<file path="src/rtl/spi_shift_pkg.sv">
package spi_shift_pkg;

    typedef enum logic [1:0] {
        ST_IDLE  = 2'd0,
        ST_SHIFT = 2'd1,
        ST_DONE  = 2'd2
    } shift_state_e;

endpackage

</file>
<file path="src/rtl/spi_baud_timer.sv">
module spi_baud_timer #(
    parameter int BR_W = 16
) (
    input  logic            clk,
    input  logic            rst_n,
    input  logic            run,
    input  logic [BR_W-1:0] reload,
    output logic            tick
);

    logic [BR_W-1:0] cnt_q;
    logic            at_end;

    assign at_end = (cnt_q == reload);
    assign tick   = run && at_end;

    // Counter restarts from zero whenever the engine is not shifting,
    // so the first edge comes reload+1 cycles after a frame begins.
    always_ff @(posedge clk or negedge rst_n) begin
        if (!rst_n) begin
            cnt_q <= '0;
        end else if (!run || at_end) begin
            cnt_q <= '0;
        end else begin
            cnt_q <= cnt_q + 1'b1;
        end
    end

endmodule

</file>
<file path="src/rtl/spi_word_shifter.sv">
module spi_word_shifter #(
    parameter int WORD_W = 32,
    parameter int LEN_W  = 5
) (
    input  logic              clk,
    input  logic              rst_n,
    input  logic              msb_first,
    input  logic [LEN_W-1:0]  len_m1,
    input  logic              load,
    input  logic [WORD_W-1:0] load_word,
    input  logic              pop,
    input  logic              cap,
    input  logic              cap_bit,
    output logic              head,
    output logic [WORD_W-1:0] rx_word
);

    logic [WORD_W-1:0] tx_sr;
    logic [WORD_W-1:0] rx_sr;
    logic [LEN_W-1:0]  align;

    // Distance between the top of the register and the top bit of the word.
    assign align = LEN_W'(WORD_W - 1) - len_m1;

    assign head    = msb_first ? tx_sr[WORD_W-1] : tx_sr[0];
    assign rx_word = msb_first ? rx_sr : (rx_sr >> align);

    always_ff @(posedge clk or negedge rst_n) begin
        if (!rst_n) begin
            tx_sr <= '0;
        end else if (load) begin
            tx_sr <= msb_first ? (load_word << align) : load_word;
        end else if (pop) begin
            tx_sr <= msb_first ? (tx_sr << 1) : (tx_sr >> 1);
        end
    end

    always_ff @(posedge clk or negedge rst_n) begin
        if (!rst_n) begin
            rx_sr <= '0;
        end else if (load) begin
            rx_sr <= '0;
        end else if (cap) begin
            if (msb_first) begin
                rx_sr <= {rx_sr[WORD_W-2:0], cap_bit};
            end else begin
                rx_sr <= {cap_bit, rx_sr[WORD_W-1:1]};
            end
        end
    end

endmodule

</file>
<file path="src/rtl/spi_shift_master.sv">
module spi_shift_master
    import spi_shift_pkg::*;
#(
    parameter int WORD_W = 32,
    parameter int BR_W   = 16,
    localparam int LEN_W  = $clog2(WORD_W),
    localparam int EDGE_W = LEN_W + 1
) (
    input  logic              clk,
    input  logic              rst_n,
    input  logic [LEN_W-1:0]  cfg_len_m1,
    input  logic [BR_W-1:0]   cfg_reload,
    input  logic              cfg_pol,
    input  logic              cfg_ph,
    input  logic              cfg_msb_first,
    input  logic              cfg_idle_val,
    input  logic              cfg_tx_off,
    input  logic              cfg_rx_off,
    input  logic              cfg_loopback,
    input  logic              tx_valid,
    output logic              tx_ready,
    input  logic [WORD_W-1:0] tx_data,
    output logic              rx_valid,
    output logic [WORD_W-1:0] rx_data,
    output logic              sclk,
    output logic              mosi,
    input  logic              miso,
    output logic              busy
);

    shift_state_e      state_q, state_d;
    logic [EDGE_W-1:0] edge_q;
    logic              sclk_q;
    logic              drive_q;

    logic cpha;
    logic tick;
    logic start;
    logic last_edge;
    logic sample_edge;
    logic drive_edge;
    logic pop;
    logic cap;
    logic rx_bit;
    logic tx_head;

    // The phase input is the inverse of the conventional clock phase.
    assign cpha        = ~cfg_ph;
    assign start       = tx_valid && tx_ready;
    assign last_edge   = (edge_q == {cfg_len_m1, 1'b1});
    assign sample_edge = tick && (edge_q[0] == cpha);
    assign drive_edge  = tick && (edge_q[0] != cpha);
    assign cap         = sample_edge && !cfg_rx_off;
    assign rx_bit      = cfg_loopback ? mosi : miso;

    // Phase 0: the first bit is already on the line, so every non-final
    // trailing edge advances. Phase 1: the first leading edge only enables
    // the line, and later leading edges advance.
    assign pop = drive_edge && !last_edge && (!cpha || (edge_q != '0));

    spi_baud_timer #(
        .BR_W (BR_W)
    ) timer_i (
        .clk    (clk),
        .rst_n  (rst_n),
        .run    (state_q == ST_SHIFT),
        .reload (cfg_reload),
        .tick   (tick)
    );

    spi_word_shifter #(
        .WORD_W (WORD_W),
        .LEN_W  (LEN_W)
    ) shifter_i (
        .clk       (clk),
        .rst_n     (rst_n),
        .msb_first (cfg_msb_first),
        .len_m1    (cfg_len_m1),
        .load      (start),
        .load_word (tx_data),
        .pop       (pop),
        .cap       (cap),
        .cap_bit   (rx_bit),
        .head      (tx_head),
        .rx_word   (rx_data)
    );

    // State register
    always_ff @(posedge clk or negedge rst_n) begin
        if (!rst_n) begin
            state_q <= ST_IDLE;
        end else begin
            state_q <= state_d;
        end
    end

    // Next-state logic
    always_comb begin
        state_d = state_q;
        unique case (state_q)
            ST_IDLE:  if (start) state_d = ST_SHIFT;
            ST_SHIFT: if (tick && last_edge) state_d = ST_DONE;
            ST_DONE:  state_d = ST_IDLE;
            default:  state_d = ST_IDLE;
        endcase
    end

    // Edge counter, serial clock and line-enable registers
    always_ff @(posedge clk or negedge rst_n) begin
        if (!rst_n) begin
            edge_q  <= '0;
            sclk_q  <= 1'b0;
            drive_q <= 1'b0;
        end else if (start) begin
            edge_q  <= '0;
            sclk_q  <= cfg_pol;
            drive_q <= !cpha;
        end else if ((state_q == ST_SHIFT) && tick) begin
            edge_q <= edge_q + 1'b1;
            sclk_q <= ~sclk_q;
            if (last_edge) begin
                drive_q <= 1'b0;
            end else if (cpha && (edge_q == '0)) begin
                drive_q <= 1'b1;
            end
        end
    end

    // Outputs
    always_comb begin
        tx_ready = 1'b0;
        busy     = 1'b0;
        rx_valid = 1'b0;
        sclk     = cfg_pol;
        mosi     = cfg_idle_val;
        unique case (state_q)
            ST_IDLE: begin
                tx_ready = !(cfg_tx_off && cfg_rx_off);
            end
            ST_SHIFT: begin
                busy = 1'b1;
                sclk = sclk_q;
                if (drive_q && !cfg_tx_off) begin
                    mosi = tx_head;
                end
            end
            ST_DONE: begin
                rx_valid = !cfg_rx_off;
            end
            default: ;
        endcase
    end

endmodule

</file>
<file path="config.mk">
export PLATFORM = sky130hd
export DESIGN_NAME = spi_shift_master
export DESIGN_NICKNAME = d
export VERILOG_FILES = /design/src/rtl/spi_shift_pkg.sv /design/src/rtl/spi_baud_timer.sv /design/src/rtl/spi_word_shifter.sv /design/src/rtl/spi_shift_master.sv
export SDC_FILE = /design/constraint.sdc
export NUM_CORES = 1
export LEC_CHECK = 0
export BUFFER_PORTS_ARGS = -buffer_cell sky130_fd_sc_hd__clkbuf_2
export CORE_MARGIN = 1
export CORE_UTILIZATION = 45
export CTS_CLUSTER_DIAMETER = 40
export DETAILED_ROUTE_END_ITERATION = 8
export GPL_ROUTABILITY_DRIVEN = 0
export PLACE_DENSITY_LB_ADDON = 0.2
export SYNTH_ARGS = -nofsm -noshare
export SYNTH_HDL_FRONTEND = slang
export SYNTH_SLANG_ARGS = --single-unit
</file>
<file path="constraint.sdc">
create_clock -name clk -period 3.01 [get_ports clk]
set_input_delay 0.4515 -clock clk [delete_from_list [all_inputs] [get_ports clk]]
set_output_delay 0.4515 -clock clk [all_outputs]
set_load 0.02 [all_outputs]
</file>
* Yosys cells after proc, flatten, opt, wreduce, memory -nomap -nowiden *
Index checks and enable logic that the tools add are counted.
W data, S select, Z words.

word-level totals
  bits of input ports = 64
  ROM bits = 0
  register bits after elaboration = 90
  RAM bits = 0
  memories = 0
  word-level logic and storage cells = 78
  bits in latches = 0
  output and inout port bits = 37

cells by class
  multiplexer cells = 28
  shift-type cells = 2
  div/mod/pow operators = 0
  bitwise gates (word level) = 2
  reductions and logical operators = 28
  magnitude comparators = 0
  multipliers = 0
  equality and inequality tests = 8
  $add $sub $neg = 3

operators by type and width
  cell                     count
  $mux W32                 8
  $shl A32 B5 Y32          1
  $shr A32 B5 Y32          1
  $add A16 B1 Y16 const B  1
  $eq A16 B16 Y1           1
  $mux W16                 1
  $mux W1                  14
  $logic_and A1 B1 Y1      12
  $mux W6                  2
  $add A6 B1 Y6 const B    1
  $eq A6 B6 Y1             1
  $logic_not A6 Y1         1
  $reduce_bool A2 Y1       3
  $reduce_bool A6 Y1       1
  $logic_not A1 Y1         5
  $sub A5 B5 Y5 const A    1
  $mux W2                  2
  $pmux W2 S2              1
  $reduce_and A2 Y1        2
  $reduce_bool A3 Y1       1
  $eq A2 B1 Y1 const B     1
  $eq A2 B2 Y1 const B     1
  $logic_not A2 Y1         1
  $logic_or A1 B1 Y1       2
  other kinds (5)          6

* Depth between registers and ports, before layout *
Gate-level depths: netlist (run 1).

  depth after elaboration = 8
  mapped depth = 11

* By module *
A second synthesis (run 1) with hierarchy kept.

unflattened totals
  cells, all modules = 956
  area total of the unflattened synthesis = 8,510.7 um2

by module, submodules not included
  module            area each (um2)  cells each  times used
  spi_word_shifter  6,866.6          786         1
  spi_baud_timer    994.7            101         1
  spi_shift_master  649.4            69          1

* Worst setup path before layout (run 1) *
OpenSTA, ideal clock, no wires.

  kind = input to output
  start = input port cfg_len_m1[0]
  end = output port rx_data[4]
  stages on the path = 9
  arrival = 2.313 ns
  slack = 0.245 ns
  cell sequence = buf_4 -> buf_4 -> buf_2 -> buf_2 -> mux2i_1 -> nand2_1 -> nand2_1 -> mux2i_1 -> a221oi_1

on the way
  longest elaborated chain between the ends = 3

ends and longest elaborated chain
  what             RTL line                text
  from (decl)      spi_shift_master.sv:11  input logic [LEN_W-1:0] cfg_len_m1,
  $sub A5 B5 Y5    spi_word_shifter.sv:23  assign align = LEN_W'(WORD_W - 1) - len_m1;
  $shr A32 B5 Y32  spi_word_shifter.sv:26  assign rx_word = msb_first ? rx_sr : (rx_sr >> align);
  $mux W32         spi_word_shifter.sv:26
  to (decl)        spi_shift_master.sv:24  output logic [WORD_W-1:0] rx_data,

No other way between the ends.

* Worst setup path after layout (run 1) *
  start = input port cfg_len_m1[1]
  end = output port rx_data[1]

The elaborated chain is that of the path after synthesis.

==> metrics.md, run 1 <==
| Metric | Value |
|---|---|
| WP data required | `between 2 and 3 ns` |
| Post-synth cell types | `67` |
| Total GRT Usage | `29.18%` |
| Die area | `20510 um^2` |
| Worst R2R Path Depth | `9` |
| CP top delay family | `compound AO/OA/AOI/OAI gates` |
| Flop-to-flop setup slack | `~0.56 ns` |
| Fill count | `~1900` |
| Status | `completed` |
| DRC viols | `0` |
| Vias | `between 8000 and 9000` |
| FF-to-FF Start | `edge_q[0]` |
| Worst slew pin tran | `0.7048 ns` |
| Core Area | `roughly 20000 um^2` |
| Die Width | `about 140 um` |
| Non-Filler Instances | `between 1000 and 1500` |
| WL final | `29460 um` |
| Initial antenna violation count | `0` |
| Most frequent cell after synthesis | `mux2i_1` |
| Kind of start point of the critical path | `primary input` |
| Top cells by count, synth | `mux2i_1 (108), nand2_1 (107), nor2_1 (93)` |
| Maximum VDD drop | `just under 0.3 mV` |
| Area after DPL | `9782 um^2` |
| Final hold violation count | `0` |
| Levels on crit path | `7` |
| Clock Tree Root | `clkbuf_16` |
| Worst EP arrival | `2.53 ns` |
| Grt met3 use | `a little over 7%` |
| Grt total ovfl | `0` |
| Cts repair resizes | `0` |
| Leakage | `around 4.3 nW` |
| Synth area leader | `dfrtp_1` |
| Yosys warns | `0` |
| XOR/XNOR Fraction of Synth Area | `between 3 and 4%` |
| Fmax | `around 0.34 GHz` |
| Synth Area in Compound Gates | `23.10%` |
| Top cell type's share of synthesized area | `25.10%` |
| Layout net count | `around 1200` |
| Final std cell area, no fill | `approximately 10000 um^2` |
| Sinks on Clock Net | `90` |
| Hold Crit Class | `in -> async` |
| Slowest CP cell | `o21ai_0` |
| Synth Area in Simple Gates | `~16%` |
| Mux contribution to synthesized area | `a little over a quarter` |
| Dpl cells | `~1400` |
| Effective utilization at floorplan | `between 40% and 50%` |
| RSZ-0062 raised after global routing | `no` |
| Worst-path cell chain | `buf_4, mux2_2, a22oi_1, a21oi_1, o21ai_0, o221ai_1, clkbuf_2` |
| Footprint of the multi-input gates | `~6200 um^2` |
| CTS tree | `yes` |
| Die Y | `between 100 and 150 um` |
| Vias in the first global route | `between 8000 and 9000` |
| Pins Over Slew Limit | `0` |
| Num CTS Buffers | `9` |
| Synth Area in Adders | `less than 1%` |
| Largest cells by area after synthesis | `dfrtp_1 (25%), mux2i_1 (12%), mux4_2 (8.0%)` |
| Met2 GRT Util | `between 40% and 50%` |
| Post-CTS Setup Bufs | `0` |
| IO Port Bufs | `100` |
| Clk pin slew, worst setup/hold paths | `approximately 0.070 ns` |
| Share of cells above drive strength 1 | `about a quarter` |
| Syn-to-layout area delta | `12.13%` |
| First-pass GRT wire length | `~46000 um` |
| Slew headroom | `53.01%` |
| Post-detail-place hpwl | `roughly 21000 um` |
| DR vias/cell | `about 6.5` |
| Overall Power | `around 3.5 mW` |
| Setup Total Neg Slack | `0 ns` |
| # diodes | `0` |
| Skew-Pair Late Insertion Delay | `between 0.3 and 0.4 ns` |
| Mapped Area | `around 9000 um^2` |
| DR WL/cell | `between 20 and 25 um` |
| Period minus WS final | `2.979 ns` |
| Cells after Synth | `a little over 1000` |
| Global-route met1 utilization | `around two fifths` |
| Storage cell area | `between 2000 and 2500 um^2` |
| Largest net degree at the start of global routing | `65` |
| Largest family of logic cells by synthesized area | `multiplexers` |
| H-tree depth | `3` |
| PwrDens | `between 300 and 400 nW/um^2` |
| Post-synthesis sequential area ratio | `between 20% and 30%` |
| Slowest stage delay, CP | `between 0.4 and 0.5 ns` |
| Most used DFF post-synth | `dfrtp_1` |
| Synth Area per Inst | `8.695 um^2` |
| Crit path kind | `in -> out` |
| Cts hold-fix bufs | `0` |
| CP max FO | `23` |
| Tcrit/Tclk final | `a little over nine tenths` |
| Max Cap Viol | `0` |
| DRT antenna net count | `0` |
| Crit end category | `output port` |
| Setup-failing EPs final | `0` |
| Synth Net Count | `approximately 1100` |
| Rows | `51` |
| Yosys reg bits | `90` |
| Busiest grt layer | `met2` |
| WP buf/inv | `2` |
| Detailed Routing Iterations Pass 1 | `7` |
| Drt first-iter violations | `970` |
| Reg2reg end | `shifter_i.tx_sr[9]` |
| Fraction of registers with async set/reset | `100.0%` |
| Clock Skew | `0.008631 ns` |
| Number of enable flip-flop cells after synthesis | `0` |
| CTS max path bufs | `2` |
| Ports | `101` |
stage by stage:
stage                     util, %  worst slack [ns]  hold WS (ns)
after floorplan                 -            0.2454        0.1559
after global placement      50.10          0.007723        0.4622
after detailed placement    50.10           0.02539        0.4655
after CTS                   51.53           0.02777        0.1419
after global routing        51.53          0.004265        0.1921
final                       51.53           0.03071        0.1298
per-layer routing:
metal / vias up / routed length, um
li1: 4019 / -
met4: 0 / 892
met1: 4241 / 13110
met2: 519 / 12370
met3: 80 / 3088
met5: - / 0
report_power, final:
group / switching [mW] / internal (mW)
combinational: 0.561 / 0.438
clock: 0.513 / 0.586
sequential: 0.133 / 1.32
placed cells by master (no fill, tap or decap), types with 5 or more instances in the layout:
master       n
a22o_1      12
xor2_1      14
nand2_1    106
and3_1       9
o21a_1       5
o221ai_1    16
nand4_1      9
mux4_2      32
o211ai_1    13
a21boi_0    15
buf_4       44
dfrtp_1     90
xnor2_1     22
a21oi_1     38
buf_12       6
mux2_2      49
nand2b_1     8
a31o_2      28
nor2_1      93
a22oi_1      6
nor2b_1     13
o21ai_0     61
a221oi_1    10
mux2i_1    108
clkbuf_16    9
a31oi_1      6
o2111ai_1    7
o22ai_1     18
a211oi_1    14
inv_1       21
clkbuf_2    95
and2_1       5
a21o_1       7
o31ai_1      5
nor3_1      11
nand3_1     35
how the worst max path moves through the flow:
stage / startpoint / to / slack, ns
floorplan: cfg_len_m1[0] / rx_data[4] / 0.25
global placement: cfg_len_m1[0] / rx_data[18] / 0.008
detailed placement: cfg_len_m1[0] / rx_data[18] / 0.03
CTS: cfg_len_m1[0] / rx_data[18] / 0.03
global route: cfg_len_m1[0] / rx_data[18] / 0.004
finish: cfg_len_m1[1] / rx_data[1] / 0.03
worst reg2reg max path, delay by kind of cell, from the launching register on:
kind	cells	cell delay, ns
and+or+nand+nor	3	0.85
AOI/OAI and AO/OA	3	0.50
DFF	1	0.44
buffers and inverters	2	0.39
adders and majority gates	1	0.14
final cells by class:
class,instances,share of cell area [%]
Clock inverter,5,0.3730
Sequential cell,90,22.38
Timing Repair Buffer,146,9.251
Inverter,21,0.7834
Tap cell,265,3.295
Multi-Input combinational cell,829,61.50
Clock buffer,11,2.412
sequential cells by signal, indices dropped and copies added (netlist names):
signal / cells
shifter_i.rx_sr: 32
shifter_i.tx_sr: 32
timer_i.cnt_q: 16
edge_q: 6
state_q: 2
drive_q: 1
sclk_q: 1
logic make-up (layout without fill, tap and decap cells):
family	after synthesis	in the layout
buf+inv	113	183
compound gates	293	293
simple gates	308	308
flops	90	90
mux	189	189
xor+xnor	36	36
fa+ha+maj	3	3
No activity file was read; power rests on OpenSTA's default activity.
==> run 2, diff against run 1 <==
--- a/config.mk
+++ b/config.mk
@@ -5,6 +5,7 @@
 export SDC_FILE = /design/constraint.sdc
 export NUM_CORES = 1
 export LEC_CHECK = 0
+export ABC_AREA = 1
 export BUFFER_PORTS_ARGS = -buffer_cell sky130_fd_sc_hd__clkbuf_2
 export CORE_MARGIN = 1
 export CORE_UTILIZATION = 45
==> run 2 against run 1 <==
  * Non-clock buffer count decreased by 18
  * Register-to-register slack gained 0.28 ns
  * Critical path depth rose by 2
  * Critical endpoint is now rx_data[4]
  * Sequential power down 7%
  * Global-route usage fell by 0.26 points
  * Cell area decreased by 4.8%
  * Final cell count increased by 29%
  * Power is 2.5% lower
  * Clock-buffer cell count decreased by 2
  * Worst hold slack worse by 0.038 ns
==> metrics.md, run 2 <==
| Metric | Value |
|---|---|
| Status | `completed` |
| Most used DFF post-synth | `dfrtp_1` |
| Initial antenna violation count | `0 (unchanged)` |
| Max Cap Viol | `0 (unchanged)` |
| Crit end category | `output port` |
| Die area | `19880 um^2 (-3.1%)` |
| Post-synth cell types | `41 (-39%)` |
| Die Width | `141 um (-1.5%)` |
| DRC viols | `0 (unchanged)` |
| Core Area | `18830 um^2 (-3.6%)` |
| Layout net count | `1566 (+35%)` |
| PwrDens | `361.2 nW/um^2 (+2.4%)` |
| Setup-failing EPs final | `0 (unchanged)` |
| Hold Crit Class | `in -> async` |
| Ports | `101 (unchanged)` |
| Worst slew pin tran | `1.243 ns (+0.5385 ns)` |
| Kind of start point of the critical path | `primary input` |
| Fraction of registers with async set/reset | `100.0% (unchanged)` |
| CTS tree | `yes` |
| CTS max path bufs | `2 (unchanged)` |
| Vias in the first global route | `8931 (+7.9%)` |
| Yosys reg bits | `90 (unchanged)` |
| IO Port Bufs | `100 (unchanged)` |
| Largest cells by area after synthesis | `dfrtp_1 (26%), nand3_1 (22%), nand2_1 (21%)` |
| Grt total ovfl | `0 (unchanged)` |
| Commonest cells after routing, fill and taps aside | `nand2_1 (479), nand3_1 (386), clkbuf_2 (98)` |
| Number of enable flip-flop cells after synthesis | `0 (unchanged)` |
| Detailed Routing Iterations Pass 1 | `6 (-1)` |
| Cts repair resizes | `0 (unchanged)` |
| Skew-Pair Late Insertion Delay | `0.35 ns (about the same)` |
| Slowest stage delay, CP | `0.31 ns (-0.15 ns)` |
| Synth area leader | `dfrtp_1` |
| Rows | `50 (-2.0%)` |
| Fmax | `0.3613 GHz (+7.7%)` |
| Yosys warns | `0 (unchanged)` |
| Slowest CP cell | `or2_2` |
| Die Y | `141 um (-1.5%)` |
| Tcrit/Tclk final | `91.95% (-7.0 points)` |
| H-tree depth | `3 (unchanged)` |
| Drt first-iter violations | `1189 (+23%)` |
| Clock Tree Root | `clkbuf_16` |
| Top cells by count, synth | `nand2_1 (479), nand3_1 (386), dfrtp_1 (90)` |
| DR vias/cell | `5.715 (-12%)` |
| Maximum VDD drop | `0.2776 mV (-5.7%)` |
| # diodes | `0 (unchanged)` |
| WP data required | `2.56 ns (about the same)` |
| Vias | `10080 (+14%)` |
| Final hold violation count | `0 (unchanged)` |
| CP most frequent cell | `nand3_1` |
| Post-layout util | `50.87% (-0.66 points)` |
| Fill count | `1976 (+4.6%)` |
| Post-synthesis sequential area ratio | `25.90% (+0.81 points)` |
| Synth Area per Inst | `5.939 um^2 (-32%)` |
| CP max FO | `23 (unchanged)` |
| Leakage | `4.563 nW (+5.5%)` |
| DR WL/cell | `15.98 um (-26%)` |
| Most frequent cell after synthesis | `nand2_1` |
| Overall Power | `3.460 mW (-2.5%)` |
| Cells after Synth | `1464 (+42%)` |
| Clk pin slew, worst setup/hold paths | `0.08 ns (about the same)` |
| Period minus WS final | `2.768 ns (-0.2117 ns)` |
| Effective utilization at floorplan | `46.17% (+0.22 points)` |
| Post-CTS Setup Bufs | `0 (unchanged)` |
| WL final | `28180 um (-4.3%)` |
| Post-detail-place hpwl | `20530 um (-4.1%)` |
| Worst-path cell chain | `clkbuf_2, buf_4, o21ai_0, mux2i_1, or2_2, nand3_1, nand3_1, nand3_1, clkbuf_2` |
| Pins Over Slew Limit | `0 (unchanged)` |
| Share of cells above drive strength 1 | `11.70% (-14 points)` |
| Clock Skew | `0.01164 ns (+0.003011 ns)` |
| DRT antenna net count | `0 (unchanged)` |
| Largest net degree at the start of global routing | `72 (+11%)` |
| Sinks on Clock Net | `90 (unchanged)` |
| Setup Total Neg Slack | `0 ns (unchanged)` |
| Synth Net Count | `1531 (+39%)` |
| Most common cell after layout, fill and taps aside | `nand2_1` |
| Syn-to-layout area delta | `10.17%` |
| Worst EP arrival | `2.32 ns (-0.21 ns)` |
| Crit path kind | `in -> out` |
| Total GRT Usage | `28.92% (-0.26 points)` |
| Top cell type's share of synthesized area | `25.90% (+0.81 points)` |
| Mapped Area | `8695 um^2 (-3.1%)` |
| Num CTS Buffers | `9 (unchanged)` |
| RSZ-0062 raised after global routing | `no` |
| Regs by FF count | `shifter_i.rx_sr (32), shifter_i.tx_sr (32), timer_i.cnt_q (16)` |
| First-pass GRT wire length | `46110 um (+0.39%)` |
| Cts hold-fix bufs | `0 (unchanged)` |
| Slew headroom | `16.80% (-36 points)` |
==> run 2: cell types whose count changed in the layout (fill, tap and decap cells not counted), moves of 19 or more <==
cell	change
mux2_2	-49
mux4_2	-32
xnor2_1	-20
nand3_1	+351
nor2_1	-42
o21ai_1	+34
inv_1	+53
a31o_2	-28
o21a_1	+19
mux2i_1	-105
nand2_1	+373
==> run 2: power breakdown <==
part	switching, mW	internal [mW]
logic	0.600	0.281
clock network	0.559	0.668
registers	0.0754	1.28
==> run 2: through the flow <==
stage / cells / setup slack [ns] / instance area [um^2] / hold WS (ns)
finish: 1764 / 0.2424 / 9579 / 0.09186
global route: 1764 / 0.09328 / 9579 / 0.1419
CTS: 1764 / 0.3092 / 9579 / 0.1157
detailed placement: 1748 / 0.3061 / 9261 / 0.4650
global placement: 1748 / 0.3547 / 9261 / 0.4618
floorplan: 1464 / 0.6503 / 8695 / 0.1559
==> run 2: critical path, delay by kind of cell <==
kind,cells,cell delay [ns]
multiplexers,1,0.17
AND/OR/NAND/NOR,4,0.70
buffers and inverters,3,0.70
AO/OA/AOI/OAI,1,0.27
==> run 2: kinds of logic after synthesis <==
family | Yosys count | share of synthesized area, %
AO/OA/AOI/OAI | 211 | 14.35
multiplexers | 3 | 0.3454
flip-flops | 90 | 25.90
adder cells (fa/ha/maj) | 3 | 0.4318
XOR/XNOR | 16 | 1.612
buffers and inverters | 191 | 9.613
AND/OR/NAND/NOR | 950 | 47.75
==> run 2: cell type report <==
| cell class | count | area [um^2] | share of cell area (%) |
|---|---|---|---|
| clock inverter | 7 | 92.59 | 0.9666 |
| sequential | 90 | 2252 | 23.51 |
| tap | 260 | 325.3 | 3.396 |
| inverter | 87 | 331.6 | 3.461 |
| clock buffer | 9 | 225.2 | 2.351 |
| multi-input combinational | 1183 | 5614 | 58.61 |
| timing repair buffer | 128 | 738.2 | 7.706 |
==> run 2: worst paths after layout <==
kind	from	to	slack (ns)	cells past startpoint
max	cfg_len_m1[0]	rx_data[4]	0.24	9
min	rst_n	shifter_i.rx_sr[18]	0.09	1
max reg2reg	timer_i.cnt_q[11]	shifter_i.rx_sr[2]	0.84	9
min reg2reg	shifter_i.tx_sr[30]	shifter_i.tx_sr[30]	0.49	2
max in group asynchronous	rst_n	timer_i.cnt_q[1]	2.26	2
min in group clk	cfg_pol	sclk_q	0.36	3
==> run 2: routing by layer <==
layer / up-vias / track usage (%) / wire length (um)
li1: 4993 / - / -
met1: 4566 / 43.22 / 12930
met2: 490 / 42.29 / 12100
met3: 32 / 5.401 / 2734
met4: 0 / 7.437 / 408
met5: - / 0 / 0
